<file path="src/rtl/gpio_port_pkg.sv">
package gpio_port_pkg;

  localparam int ADDR_W = 3;

  typedef enum logic [ADDR_W-1:0] {
    ADDR_IN   = 3'd0,
    ADDR_OUT  = 3'd1,
    ADDR_DIR  = 3'd2,
    ADDR_SEL  = 3'd3,
    ADDR_FLAG = 3'd4,
    ADDR_EDGE = 3'd5,
    ADDR_IEN  = 3'd6,
    ADDR_RSVD = 3'd7
  } regAddr_e;

  typedef struct packed {
    logic wrOut;
    logic wrDir;
    logic wrSel;
    logic wrFlag;
    logic wrEdge;
    logic wrIen;
  } regStrobe_t;

endpackage

</file>
<file path="src/rtl/gpio_port_ctrl.sv">
module gpio_port_ctrl
  import gpio_port_pkg::*;
(
  input  logic [ADDR_W-1:0] regAddr,
  input  logic              regWrEn,
  output regStrobe_t        strobe,
  output regAddr_e          rdSel
);

  always_comb begin
    rdSel  = regAddr_e'(regAddr);
    strobe = '0;
    if (regWrEn) begin
      unique case (rdSel)
        ADDR_OUT:  strobe.wrOut  = 1'b1;
        ADDR_DIR:  strobe.wrDir  = 1'b1;
        ADDR_SEL:  strobe.wrSel  = 1'b1;
        ADDR_FLAG: strobe.wrFlag = 1'b1;
        ADDR_EDGE: strobe.wrEdge = 1'b1;
        ADDR_IEN:  strobe.wrIen  = 1'b1;
        default:   strobe        = '0;
      endcase
    end
  end

endmodule

</file>
<file path="src/rtl/gpio_sync.sv">
module gpio_sync #(
  parameter int WIDTH  = 8,
  parameter int STAGES = 2
) (
  input  logic             clk,
  input  logic             rstN,
  input  logic [WIDTH-1:0] asyncIn,
  output logic [WIDTH-1:0] syncOut
);

  logic [WIDTH-1:0] stageQ [STAGES];

  always_ff @(posedge clk or negedge rstN) begin
    if (!rstN) stageQ[0] <= '0;
    else       stageQ[0] <= asyncIn;
  end

  for (genvar s = 1; s < STAGES; s++) begin : g_stage
    always_ff @(posedge clk or negedge rstN) begin
      if (!rstN) stageQ[s] <= '0;
      else       stageQ[s] <= stageQ[s-1];
    end
  end

  assign syncOut = stageQ[STAGES-1];

endmodule

</file>
<file path="src/rtl/gpio_port_dp.sv">
module gpio_port_dp
  import gpio_port_pkg::*;
#(
  parameter int WIDTH       = 8,
  parameter int SYNC_STAGES = 2
) (
  input  logic             clk,
  input  logic             rstN,
  input  regStrobe_t       strobe,
  input  regAddr_e         rdSel,
  input  logic [WIDTH-1:0] wrData,
  input  logic [WIDTH-1:0] pinIn,
  input  logic [WIDTH-1:0] periOut,
  input  logic [WIDTH-1:0] periOe,
  output logic [WIDTH-1:0] rdData,
  output logic [WIDTH-1:0] pinOut,
  output logic [WIDTH-1:0] pinOe,
  output logic             irq,
  output logic [WIDTH-1:0] syncQ,
  output logic [WIDTH-1:0] prevQ,
  output logic [WIDTH-1:0] outQ,
  output logic [WIDTH-1:0] dirQ,
  output logic [WIDTH-1:0] selQ,
  output logic [WIDTH-1:0] flagQ,
  output logic [WIDTH-1:0] edgeQ,
  output logic [WIDTH-1:0] ienQ
);

  logic [WIDTH-1:0] edgeHit;
  logic [WIDTH-1:0] flagBase;

  gpio_sync #(.WIDTH(WIDTH), .STAGES(SYNC_STAGES)) u_sync (
    .clk     (clk),
    .rstN    (rstN),
    .asyncIn (pinIn),
    .syncOut (syncQ)
  );

  always_ff @(posedge clk or negedge rstN) begin
    if (!rstN) begin
      prevQ <= '0;
      outQ  <= '0;
      dirQ  <= '0;
      selQ  <= '0;
      flagQ <= '0;
      edgeQ <= '0;
      ienQ  <= '0;
    end else begin
      prevQ <= syncQ;
      if (strobe.wrOut)  outQ  <= wrData;
      if (strobe.wrDir)  dirQ  <= wrData;
      if (strobe.wrSel)  selQ  <= wrData;
      if (strobe.wrEdge) edgeQ <= wrData;
      if (strobe.wrIen)  ienQ  <= wrData;
      flagQ <= flagBase | edgeHit;
    end
  end

  assign flagBase = strobe.wrFlag ? wrData : flagQ;

  for (genvar i = 0; i < WIDTH; i++) begin : g_bit
    logic riseI;
    logic fallI;
    assign riseI      = syncQ[i] & ~prevQ[i];
    assign fallI      = ~syncQ[i] & prevQ[i];
    assign edgeHit[i] = edgeQ[i] ? fallI : riseI;
    assign pinOut[i]  = selQ[i] ? periOut[i] : outQ[i];
    assign pinOe[i]   = selQ[i] ? periOe[i]  : dirQ[i];
  end

  assign irq = |(flagQ & ienQ);

  always_comb begin
    unique case (rdSel)
      ADDR_IN:   rdData = syncQ;
      ADDR_OUT:  rdData = outQ;
      ADDR_DIR:  rdData = dirQ;
      ADDR_SEL:  rdData = selQ;
      ADDR_FLAG: rdData = flagQ;
      ADDR_EDGE: rdData = edgeQ;
      ADDR_IEN:  rdData = ienQ;
      default:   rdData = '0;
    endcase
  end

endmodule

</file>
<file path="src/rtl/gpio_port.sv">
module gpio_port
  import gpio_port_pkg::*;
#(
  parameter int WIDTH = 8
) (
  input  logic              clk,
  input  logic              rstN,
  input  logic [ADDR_W-1:0] regAddr,
  input  logic              regWrEn,
  input  logic [WIDTH-1:0]  regWrData,
  output logic [WIDTH-1:0]  regRdData,
  input  logic [WIDTH-1:0]  pinIn,
  output logic [WIDTH-1:0]  pinOut,
  output logic [WIDTH-1:0]  pinOe,
  input  logic [WIDTH-1:0]  periOut,
  input  logic [WIDTH-1:0]  periOe,
  output logic              irq
);

  localparam int SYNC_STAGES = 2;

  regStrobe_t       strobe;
  regAddr_e         rdSel;
  logic [WIDTH-1:0] syncQ, prevQ, outQ, dirQ, selQ, flagQ, edgeQ, ienQ;

  gpio_port_ctrl u_ctrl (
    .regAddr (regAddr),
    .regWrEn (regWrEn),
    .strobe  (strobe),
    .rdSel   (rdSel)
  );

  gpio_port_dp #(.WIDTH(WIDTH), .SYNC_STAGES(SYNC_STAGES)) u_dp (
    .clk     (clk),
    .rstN    (rstN),
    .strobe  (strobe),
    .rdSel   (rdSel),
    .wrData  (regWrData),
    .pinIn   (pinIn),
    .periOut (periOut),
    .periOe  (periOe),
    .rdData  (regRdData),
    .pinOut  (pinOut),
    .pinOe   (pinOe),
    .irq     (irq),
    .syncQ   (syncQ),
    .prevQ   (prevQ),
    .outQ    (outQ),
    .dirQ    (dirQ),
    .selQ    (selQ),
    .flagQ   (flagQ),
    .edgeQ   (edgeQ),
    .ienQ    (ienQ)
  );

endmodule

</file>
<file path="config.mk">
export PLATFORM = sky130hd
export DESIGN_NAME = gpio_port
export DESIGN_NICKNAME = d
export VERILOG_FILES = /design/src/rtl/gpio_port_pkg.sv /design/src/rtl/gpio_port_ctrl.sv /design/src/rtl/gpio_sync.sv /design/src/rtl/gpio_port_dp.sv /design/src/rtl/gpio_port.sv
export SDC_FILE = /design/constraint.sdc
export NUM_CORES = 1
export LEC_CHECK = 0
export ABC_CLOCK_PERIOD_IN_PS = 2900
export BUFFER_PORTS_ARGS = -buffer_cell sky130_fd_sc_hd__buf_2
export CAP_MARGIN = 10
export CELL_PAD_IN_SITES_DETAIL_PLACEMENT = 1
export CELL_PAD_IN_SITES_GLOBAL_PLACEMENT = 1
export CORE_ASPECT_RATIO = 2
export CORE_MARGIN = 4
export CORE_UTILIZATION = 48
export DETAILED_ROUTE_END_ITERATION = 8
export GPL_ROUTABILITY_DRIVEN = 1
export PLACE_DENSITY_LB_ADDON = 0.08
export SYNTH_ARGS = -nofsm -noshare
export SYNTH_HDL_FRONTEND = slang
export SYNTH_HIERARCHICAL = 1
export SYNTH_SLANG_ARGS = --single-unit
</file>
<file path="constraint.sdc">
create_clock -name clk -period 2.9 [get_ports clk]
set_input_delay 0.29 -clock clk [delete_from_list [all_inputs] [get_ports clk]]
set_output_delay 0.29 -clock clk [all_outputs]
set_load 0.01 [all_outputs]
</file>
==> results of run 1 <==
## placed cells by master, fill, tap and decap left out
| master | synthesis | routed |
|---|---|---|
| mux2i_1 | 21 | 21 |
| clkinvlp_4 | 0 | 1 |
| a31oi_1 | 3 | 3 |
| and2b_1 | 4 | 4 |
| and4b_2 | 3 | 3 |
| nand4_1 | 1 | 1 |
| nand2b_1 | 4 | 4 |
| and4b_1 | 3 | 3 |
| nor2_1 | 13 | 13 |
| a22oi_1 | 4 | 4 |
| mux2_2 | 60 | 60 |
| bufinv_16 | 0 | 3 |
| buf_4 | 11 | 1 |
| clkbuf_16 | 0 | 9 |
| a21oi_1 | 9 | 9 |
| o21ai_0 | 4 | 4 |
| o211ai_1 | 11 | 11 |
| buf_2 | 5 | 62 |
| and4bb_1 | 1 | 1 |
| nor3b_1 | 2 | 2 |
| dlygate4sd3_1 | 0 | 1 |
| buf_12 | 0 | 1 |
| and2b_2 | 1 | 1 |
| a2111oi_0 | 4 | 4 |
| and4bb_2 | 2 | 2 |
| dfrtp_1 | 72 | 72 |
| nand2_1 | 16 | 16 |
| clkinv_2 | 0 | 1 |
| clkbuf_8 | 0 | 2 |
| nor2b_1 | 2 | 2 |
| a221oi_1 | 4 | 4 |
## power by group through the flow
stage,sequential [W],combinational [W],clock [W]
after CTS,0.00129,0.000546,0.00132
after global placement,0.00130,0.000519,0
final,0.00129,0.000538,0.00129
after global routing,0.00131,0.000593,0.00137
after floorplan,0.00126,0.000380,0
after detailed placement,0.00131,0.000538,0
## per-stage QoR
step	util [%]	total power (W)	hold slack (ns)	setup slack [ns]	std cells
final	58.75	0.003116	0.05690	0.8262	415
after detailed placement	53.49	0.001847	0.1945	0.8274	398
after floorplan	-	0.001639	-0.005591	1.379	269
after global routing	58.75	0.003272	0.04300	0.6383	415
after CTS	58.75	0.003156	0.04362	0.7918	415
after global placement	53.49	0.001821	0.1924	0.8831	398
## synth_stat cells
| library cell | number |
|---|---|
| mux2i_1 | 21 |
| and4bb_2 | 2 |
| nand2b_1 | 4 |
| nand4_1 | 1 |
| nor3b_1 | 2 |
| and4b_2 | 3 |
| and2b_2 | 1 |
| buf_6 | 3 |
| and2b_1 | 4 |
| nand2_1 | 16 |
| o21ai_0 | 4 |
| a22oi_1 | 4 |
| a221oi_1 | 4 |
| clkbuf_1 | 6 |
| buf_2 | 5 |
| nor2_1 | 13 |
| buf_4 | 11 |
| dfrtp_1 | 72 |
| a2111oi_0 | 4 |
| a31oi_1 | 3 |
| nor2b_1 | 2 |
| mux2_2 | 60 |
| and4bb_1 | 1 |
| and4b_1 | 3 |
| a21oi_1 | 9 |
| o211ai_1 | 11 |
## cell families after synthesis
| logic type | count (synthesis) |
|---|---|
| buf+inv | 25 |
| mux | 81 |
| simple gates | 52 |
| compound gates | 39 |
| flops | 72 |
## sequential cells by signal, indices dropped and copies added (netlist names)
signal / flops
u_dp/dirQ: 8
u_dp/edgeQ: 8
u_dp/flagQ: 8
u_dp/ienQ: 8
u_dp/outQ: 8
u_dp/prevQ: 8
u_dp/selQ: 8
u_dp/u_sync/stageQ: 8
u_dp/u_sync/syncOut: 8
## worst paths after layout
check / endpoint / slack (ns) / depth (start not counted)
worst max-delay path: regRdData[4] / 0.83 / 5
worst min-delay path: u_dp/u_sync/stageQ[15] / 0.06 / 1
worst max register to register: u_dp/selQ[5] / 2.08 / 1
worst min register to register: u_dp/u_sync/syncOut[1] / 0.35 / 0
max in group asynchronous: u_dp/u_sync/syncOut[1] / 1.92 / 3
min in group asynchronous: u_dp/u_sync/stageQ[15] / 0.37 / 2
## metal layers
metal / track usage [%] / vias up / routed length (um)
met2: 36.65 / 48 / 4618
met1: 23.44 / 1197 / 3099
met5: 0 / - / 0
li1: - / 1077 / -
met4: 8.971 / 0 / 187
met3: 6.332 / 16 / 330
## final cells by class
class / count / area [um2] / share of cell area [%]
well taps: 90 / 112.6 / 2.762
clock buffers: 11 / 252.7 / 6.198
clock inverters: 5 / 102.6 / 2.516
flip-flops and latches: 72 / 1802 / 44.19
multi-input cells: 172 / 1460 / 35.81
repair buffers: 65 / 347.8 / 8.530
==> impl_metrics.ini, run 1 <==
[power_and_ir_drop]
clockPowerShare_pct = 41.4
combPwrFrac_pct = 17.3
power_density_nw_per_um2 = 764.2
ir_drop_mv = 0.5313
p_leak_nw = 1.796
intPower_w = 0.002338
swShare_pct = 24.98
sequentialPowerShare_pct = 41.4
p_sw_w = 0.0007785

[setup_path]
worst_path_most_repeated_cell = buf_2
path_class = input port to output pin
required_ns = 2.61
end_kind = output pin
cp_slowest_cell = buf_2
reg2reg_from = u_dp/selQ[5]
critical-path-max-stage-delay_ns = 0.55
critPathArrivalTime_ns = 1.78
cp-startpoint = regAddr[1]
cp.buffers_inverters = 2
crit_family = buffers and inverters
start_kind = input port
worstPathCellList = buf_2 > and2b_2 > a2111oi_0 > a221oi_1 > buf_2
critPathMaxFanout = 38

[synthesis]
ys_ff_latch = 72
yosysTopAreaCell = dfrtp_1
synth_xor_xnor_area_share_pct = 0
netlist_area_um2 = 3426
synth_cell_types = 26
yosysTopAreaCellShare_pct = 52.59
synthCells = 269
yosys.area_share.adder_pct = 0
avgSynthCellArea_um2 = 12.74
yosysSeqAreaShare_pct = 52.59
synthTopCellsByArea = dfrtp_1, mux2_2, mux2i_1
synth_simple_gate_area_share_pct = 8.985
synth.net_count = 307
synth_compound_area_share_pct = 7.779
ys_warn_count = 6
synth.area.mux_share_pct = 25.86
synth_top_family_by_area = multiplexers

[clock_network]
clock_latency_ns = 0.33
cts-resized-gates = 0
clockBufferDepth = 2
post_cts_buffers = 0
root_buffer = clkbuf_16
hold_buffers = 1
cts_buffers = 9
cts.sinks = 72
clkTransAtPathRegs_ns = 0.06
htreeDepth = 3
cts_tree = built

[sta]
fin_crit_sh_pct = 71.51
slew_headroom_pct = 52.85
fin_skew_ns = 0.003077
worst_slew_pin_slew_ns = 0.7073
setup_tns_ns = 0
fmax_mhz = 482.2
drv_slew = 0
setup_viol = 0
final-hold-violation-count = 0
rsz0062_at_grt = false
min_period_ns = 2.074

[final_layout]
design_area_um2 = 4078
diodes = 0
syn_to_final_growth_pct = 19.03
final.fill_count = 716
layout.nets = 358
drive_above_1_share_pct = 44.92

[min_path]
worstHoldStart = pinIn[7]
hold_class = input port to register

[route]
dr.pass1.iters = 3
totalWireLength_mm = 8.235
viasPerCell = 5.634
wl_per_cell_um = 19.84
vias = 2338
drtIter0Drc = 68
antenna_left = 0
drc = 0

[grt]
gr-total-overflow = 0
grt_max_degree = 62
grt_pass1_vias = 2587
track_usage_pct = 21.27
grt_pass1_wl_mm = 13.30
antenna_found_initial = 0

[placement]
gp_congestion = 0.7805
port_buffers = 62
post-dp-hpwl_mm = 5.543
placed_area_um2 = 3712

[floorplan]
fp.dieArea_um2 = 8635
io_pins = 63
row_count = 43
initial_utilization_pct = 49.36
core_area_um2 = 6940
die_w_um = 67.74
die_height_um = 127.5

[run_status]
status = finished, final reports clean

[job]
maxCapViolations = 0
(Power assumes the default switching activity.)
==> run 2, diff against run 1 <==
ABC_CLOCK_PERIOD_IN_PS = 1900   (was 2900)
CORE_UTILIZATION = 40   (was 48)
clock period = 1.9 ns   (was 2.9 ns; I/O delays follow)
==> run 2 against run 1 <==
Net effect: sequential power is 53% higher; total power increased by 49%; largest power group unchanged; clock power grew 42%; die area rose by 18%; highest routed layer unchanged; critical endpoint unchanged; cell count increased by 6.3%; clock-buffer cell count increased by 1.
==> impl_metrics.ini, run 2 (same netlist as run 1, synthesis figures left out) <==
[power_and_ir_drop]
intPower_w = 0.003450
sequentialPowerShare_pct = 42.6
p_total_w = 0.004654
p_leak_nw = 1.872
combPwrFrac_pct = 18.0
power_density_nw_per_um2 = 1104
p_sw_w = 0.001204
clockPowerShare_pct = 39.4
ir_drop_mv = 0.5851
swShare_pct = 25.88

[grt]
antenna_found_initial = 0
grt_pass1_wl_mm = 14.43
track_usage_pct = 18.81
gr-total-overflow = 0
grt_max_degree = 73
grt_pass1_vias = 2666

[final_layout]
drive_above_1_share_pct = 45.19
final_cells = 441
final_common_cell = dfrtp_1
diodes = 0
layout.nets = 377
fin_util_pct = 50.85
final.fill_count = 854
syn_to_final_growth_pct = 23.08
final_cell_mix = dfrtp_1, buf_2, mux2_2

[floorplan]
die_w_um = 73.44
io_pins = 63
die_height_um = 138.9
initial_utilization_pct = 41.32
row_count = 47
core_area_um2 = 8292
fp.dieArea_um2 = 10200

[placement]
gp_congestion = 0.7385
post-dp-hpwl_mm = 6.223
place_inst = 417
port_buffers = 62

[clock_network]
cts_tree = built
root_buffer = clkbuf_16
cts.sinks = 72
htreeDepth = 3
cts_buffers = 9
clkTransAtPathRegs_ns = 0.05
clock_latency_ns = 0.33
clockBufferDepth = 2
cts-resized-gates = 0

[setup_path]
crit_end = regRdData[4]
r2r_slack_ns = 1.08
end_kind = output pin
path_class = register to output pin
start_kind = register
critPathArrivalTime_ns = 1.57
reg2reg_from = u_dp/selQ[1]
cp-startpoint = u_dp/u_sync/syncOut[4]
r2r_cells = 1
timing.rr.end = u_dp/selQ[1]
required_ns = 1.71
critPathMaxFanout = 4

[job]
maxCapViolations = 0

[sta]
fin_skew_ns = 0.003645
setup_viol = 0
rsz0062_at_grt = false
slew_headroom_pct = 62.26
min_period_ns = 1.756
worst_slew_pin_slew_ns = 0.5661
fmax_mhz = 569.4
drv_slew = 0
holdWs_ns = 0.1812
final-hold-violation-count = 0
fin_crit_sh_pct = 92.44
setup_tns_ns = 0

[route]
dr.pass1.iters = 4
drc = 0
viasPerCell = 5.399
drtIter0Drc = 108
wl_per_cell_um = 19.97
totalWireLength_mm = 8.808
vias = 2381
antenna_left = 0

[run_status]
status = finished, final reports clean

[min_path]
hold_class = input port to register
==> run 2: worst min-delay path by stage <==
| stage | from | to | slack [ns] | cells after the start |
|---|---|---|---|---|
| 2_1_floorplan | rstN | u_dp/dirQ[0] | -0.11 | 0 |
| 3_3_place_gp | rstN | u_dp/u_sync/syncOut[6] | 0.25 | 2 |
| 3_5_place_dp | rstN | u_dp/u_sync/stageQ[14] | 0.25 | 2 |
| 4_1_cts | regWrData[4] | u_dp/dirQ[4] | 0.17 | 2 |
| 5_1_grt | regWrData[7] | u_dp/ienQ[7] | 0.18 | 2 |
| 6_report | regWrData[7] | u_dp/selQ[7] | 0.18 | 2 |
==> run 2: power by group through the flow <==
stage | Sequential (W) | Combinational, W | Clock (W)
floorplan | 0.00192 | 0.000580 | 0
global placement | 0.00200 | 0.000814 | 0
detailed placement | 0.00202 | 0.000837 | 0
CTS | 0.00199 | 0.000856 | 0.00187
global route | 0.00202 | 0.000925 | 0.00194
finish | 0.00198 | 0.000839 | 0.00183
==> run 2: worst max-delay path: stages, from the launching register on <==
cell and delay, ns:
dfrtp_1 0.40, and2b_2 0.20, a2111oi_0 0.38, a221oi_1 0.09, buf_2 0.17
==> run 2: layer usage <==
layer | vias to the layer above | track usage (%) | share of wire (%)
li1 | 1121 | - | -
met1 | 1210 | 21.40 | 39
met2 | 39 | 32.63 | 56
met3 | 11 | 4.209 | 3.4
met4 | 0 | 7.927 | 1.9
met5 | - | 0 | 0
==> run 2: per-stage QoR <==
stage	setup slack (ns)	instance area (um2)
final	0.1437	4217
after CTS	0.1230	4217
after floorplan	0.5788	3426
after global placement	0.1820	3805
after detailed placement	0.1492	3805
after global routing	0.01480	4217
==> run 2: layout make-up <==
cell class                 instances  area [um2]  area share (%)
multi-input combinational        172        1460           34.63
tap                               98       122.6           2.908
clock buffer                      12       256.5           6.083
timing repair buffer              84       510.5           12.11
sequential                        72        1802           42.73
clock inverter                     3       65.06           1.543
==> run 2: repair_timing <==
action	CTS	global route
buffers inserted	0	0
hold buffers	9	0
endpoints found under the hold margin	80	0
==> run 3, diff against run 2 <==
--- a/config.mk
+++ b/config.mk
@@ -6,5 +6,5 @@
 export NUM_CORES = 1
 export LEC_CHECK = 0
-export ABC_CLOCK_PERIOD_IN_PS = 1900
+export ABC_CLOCK_PERIOD_IN_PS = 2000
 export BUFFER_PORTS_ARGS = -buffer_cell sky130_fd_sc_hd__buf_2
 export CAP_MARGIN = 10
@@ -13,5 +13,5 @@
 export CORE_ASPECT_RATIO = 2
 export CORE_MARGIN = 4
-export CORE_UTILIZATION = 40
+export CORE_UTILIZATION = 44
 export DETAILED_ROUTE_END_ITERATION = 8
 export GPL_ROUTABILITY_DRIVEN = 1
==> constraint.sdc (replaced) <==
create_clock -name clk -period 2 [get_ports clk]
set_input_delay 0.2 -clock clk [delete_from_list [all_inputs] [get_ports clk]]
set_output_delay 0.2 -clock clk [all_outputs]
set_load 0.02 [all_outputs]
==> run 3 against run 2 <==
Net effect: design area down 1.5%; clock skew grew 0.0010 ns; register-to-register slack improved by 0.09 ns; via count up 0.50%; cell count fell by 2.3%; critical path depth unchanged; sequential share of layout area up 0.64 points; worst setup slack improved by 0.067 ns; total power fell by 4.2%; first-iteration DRC count increased by 19%; critical endpoint unchanged.
==> impl_metrics.ini, run 3 (same netlist as run 1, synthesis figures left out) <==
[clock_network]
cts_tree = built
cts_buffers = 9
cts.sinks = 72
clock_latency_ns = 0.34
htreeDepth = 3
root_buffer = clkbuf_16
clkTransAtPathRegs_ns = 0.05
clockBufferDepth = 2
post_cts_buffers = 0

[grt]
grt_pass1_vias = 2697
gr-total-overflow = 0
grt_max_degree = 52
grt_pass1_wl_mm = 14.17
antenna_found_initial = 0
track_usage_pct = 19.84

[power_and_ir_drop]
p_sw_w = 0.001211
clockPowerShare_pct = 38.2
combPwrFrac_pct = 19.7
sequentialPowerShare_pct = 42.1
power_density_nw_per_um2 = 1073
ir_drop_mv = 0.8846
swShare_pct = 27.16
intPower_w = 0.003248
p_leak_nw = 1.830

[final_layout]
syn_to_final_growth_pct = 21.26
final.fill_count = 798
final_common_cell = dfrtp_1
diodes = 0
final_cell_mix = dfrtp_1, buf_2, mux2_2
drive_above_1_share_pct = 43.62
layout.nets = 370
fin_util_pct = 54.65

[route]
wl_met2_mm = 4.881
drtIter0Drc = 129
met3_length_um = 246
wl_per_cell_um = 19.89
drc = 0
vias = 2393
viasPerCell = 5.552
totalWireLength_mm = 8.574
met1_length_mm = 3.275
dr.pass1.iters = 4
antenna_left = 0
top_layer_used = met4

[setup_path]
path_class = register to output pin
end_kind = output pin
cp_slowest_cell = dfrtp_1
start_kind = register
critPathArrivalTime_ns = 1.59
critPathMaxFanout = 4
critical-path-max-stage-delay_ns = 0.41
worstPathCellList = and2b_2 > a2111oi_0 > a221oi_1 > buf_2
required_ns = 1.80

[sta]
worst_slew_pin_slew_ns = 0.6464
rsz0062_at_grt = false
fin_crit_sh_pct = 89.46
fin_skew_ns = 0.004670
setup_viol = 0
setup_ws_ns = 0.2107
slew_headroom_pct = 56.91
setup_tns_ns = 0
drv_slew = 0
fmax_mhz = 558.9
min_period_ns = 1.789
final-hold-violation-count = 0

[min_path]
hold_class = input port to register

[placement]
gp_congestion = 0.7225
port_buffers = 62
post-dp-hpwl_mm = 5.913
dp_slack_ns = 0.09318

[floorplan]
die_height_um = 132.8
fp.dieArea_um2 = 9347
core_area_um2 = 7601
row_count = 45
io_pins = 63
initial_utilization_pct = 45.07
die_w_um = 70.40

[run_status]
status = finished, final reports clean

[job]
maxCapViolations = 0
## run 3: cell count changes in the layout (fill, tap and decap cells not counted), sizes merged
cell	change
buf	-7
clkbuf	+1
## run 3: cell type report
class	instances	area [um2]	area share, %
flip-flops and latches	72	1802	43.37
repair buffers	77	457.9	11.02
multi-input cells	172	1461	35.18
well taps	94	117.6	2.831
clock inverters	3	65.06	1.566
clock buffers	13	250.2	6.024
## run 3: power by group through the flow
| stage | combinational [W] | sequential [W] | clock, W |
|---|---|---|---|
| 6_report | 0.000880 | 0.00188 | 0.00170 |
| 2_1_floorplan | 0.000641 | 0.00183 | 0 |
| 3_3_place_gp | 0.000855 | 0.00189 | 0 |
| 4_1_cts | 0.000897 | 0.00188 | 0.00174 |
| 3_5_place_dp | 0.000878 | 0.00190 | 0 |
| 5_1_grt | 0.000969 | 0.00191 | 0.00180 |
## run 3: what timing repair did
action / in CTS / in global routing
setup endpoints to repair: 0 / 1
hold endpoints to repair: 29 / 0
resized for setup: 0 / 1
hold buffers: 9 / 0
## run 3: critical path: cells and delay by family, from the launching register on
| kind | cells | cell delay, ns |
|---|---|---|
| AOI/OAI and AO/OA | 2 | 0.46 |
| buffers and inverters | 1 | 0.19 |
| DFF | 1 | 0.41 |
| and+or+nand+nor | 1 | 0.20 |
## run 3: final timing paths
| kind | from | to | slack, ns | cells past startpoint |
|---|---|---|---|---|
| setup / recovery | u_dp/u_sync/syncOut[4] | regRdData[4] | 0.21 | 4 |
| hold / removal | regWrData[1] | u_dp/dirQ[1] | 0.19 | 2 |
| setup reg to reg | u_dp/selQ[1] | u_dp/selQ[1] | 1.17 | 1 |
| hold reg to reg | u_dp/u_sync/stageQ[12] | u_dp/u_sync/syncOut[4] | 0.35 | 0 |
| max in group asynchronous | rstN | u_dp/flagQ[1] | 0.95 | 3 |
| min in group asynchronous | rstN | u_dp/dirQ[4] | 0.38 | 2 |
## run 3: metrics by stage
stage	area (um2)	cells	hold WS, ns	power, W
floorplan	3426	269	-0.09559	0.002467
CTS	4153	431	0.1868	0.004515
global placement	3747	406	0.2160	0.002749
global route	4154	431	0.1974	0.004681
finish	4154	431	0.1903	0.004459
detailed placement	3747	406	0.2123	0.002781
## run 3: metal layers
metal | global-route usage (%) | up-vias
li1 | - | 1106
met1 | 22.00 | 1236
met2 | 36.48 | 39
met3 | 2.966 | 12
met4 | 8.635 | 0
met5 | 0 | -
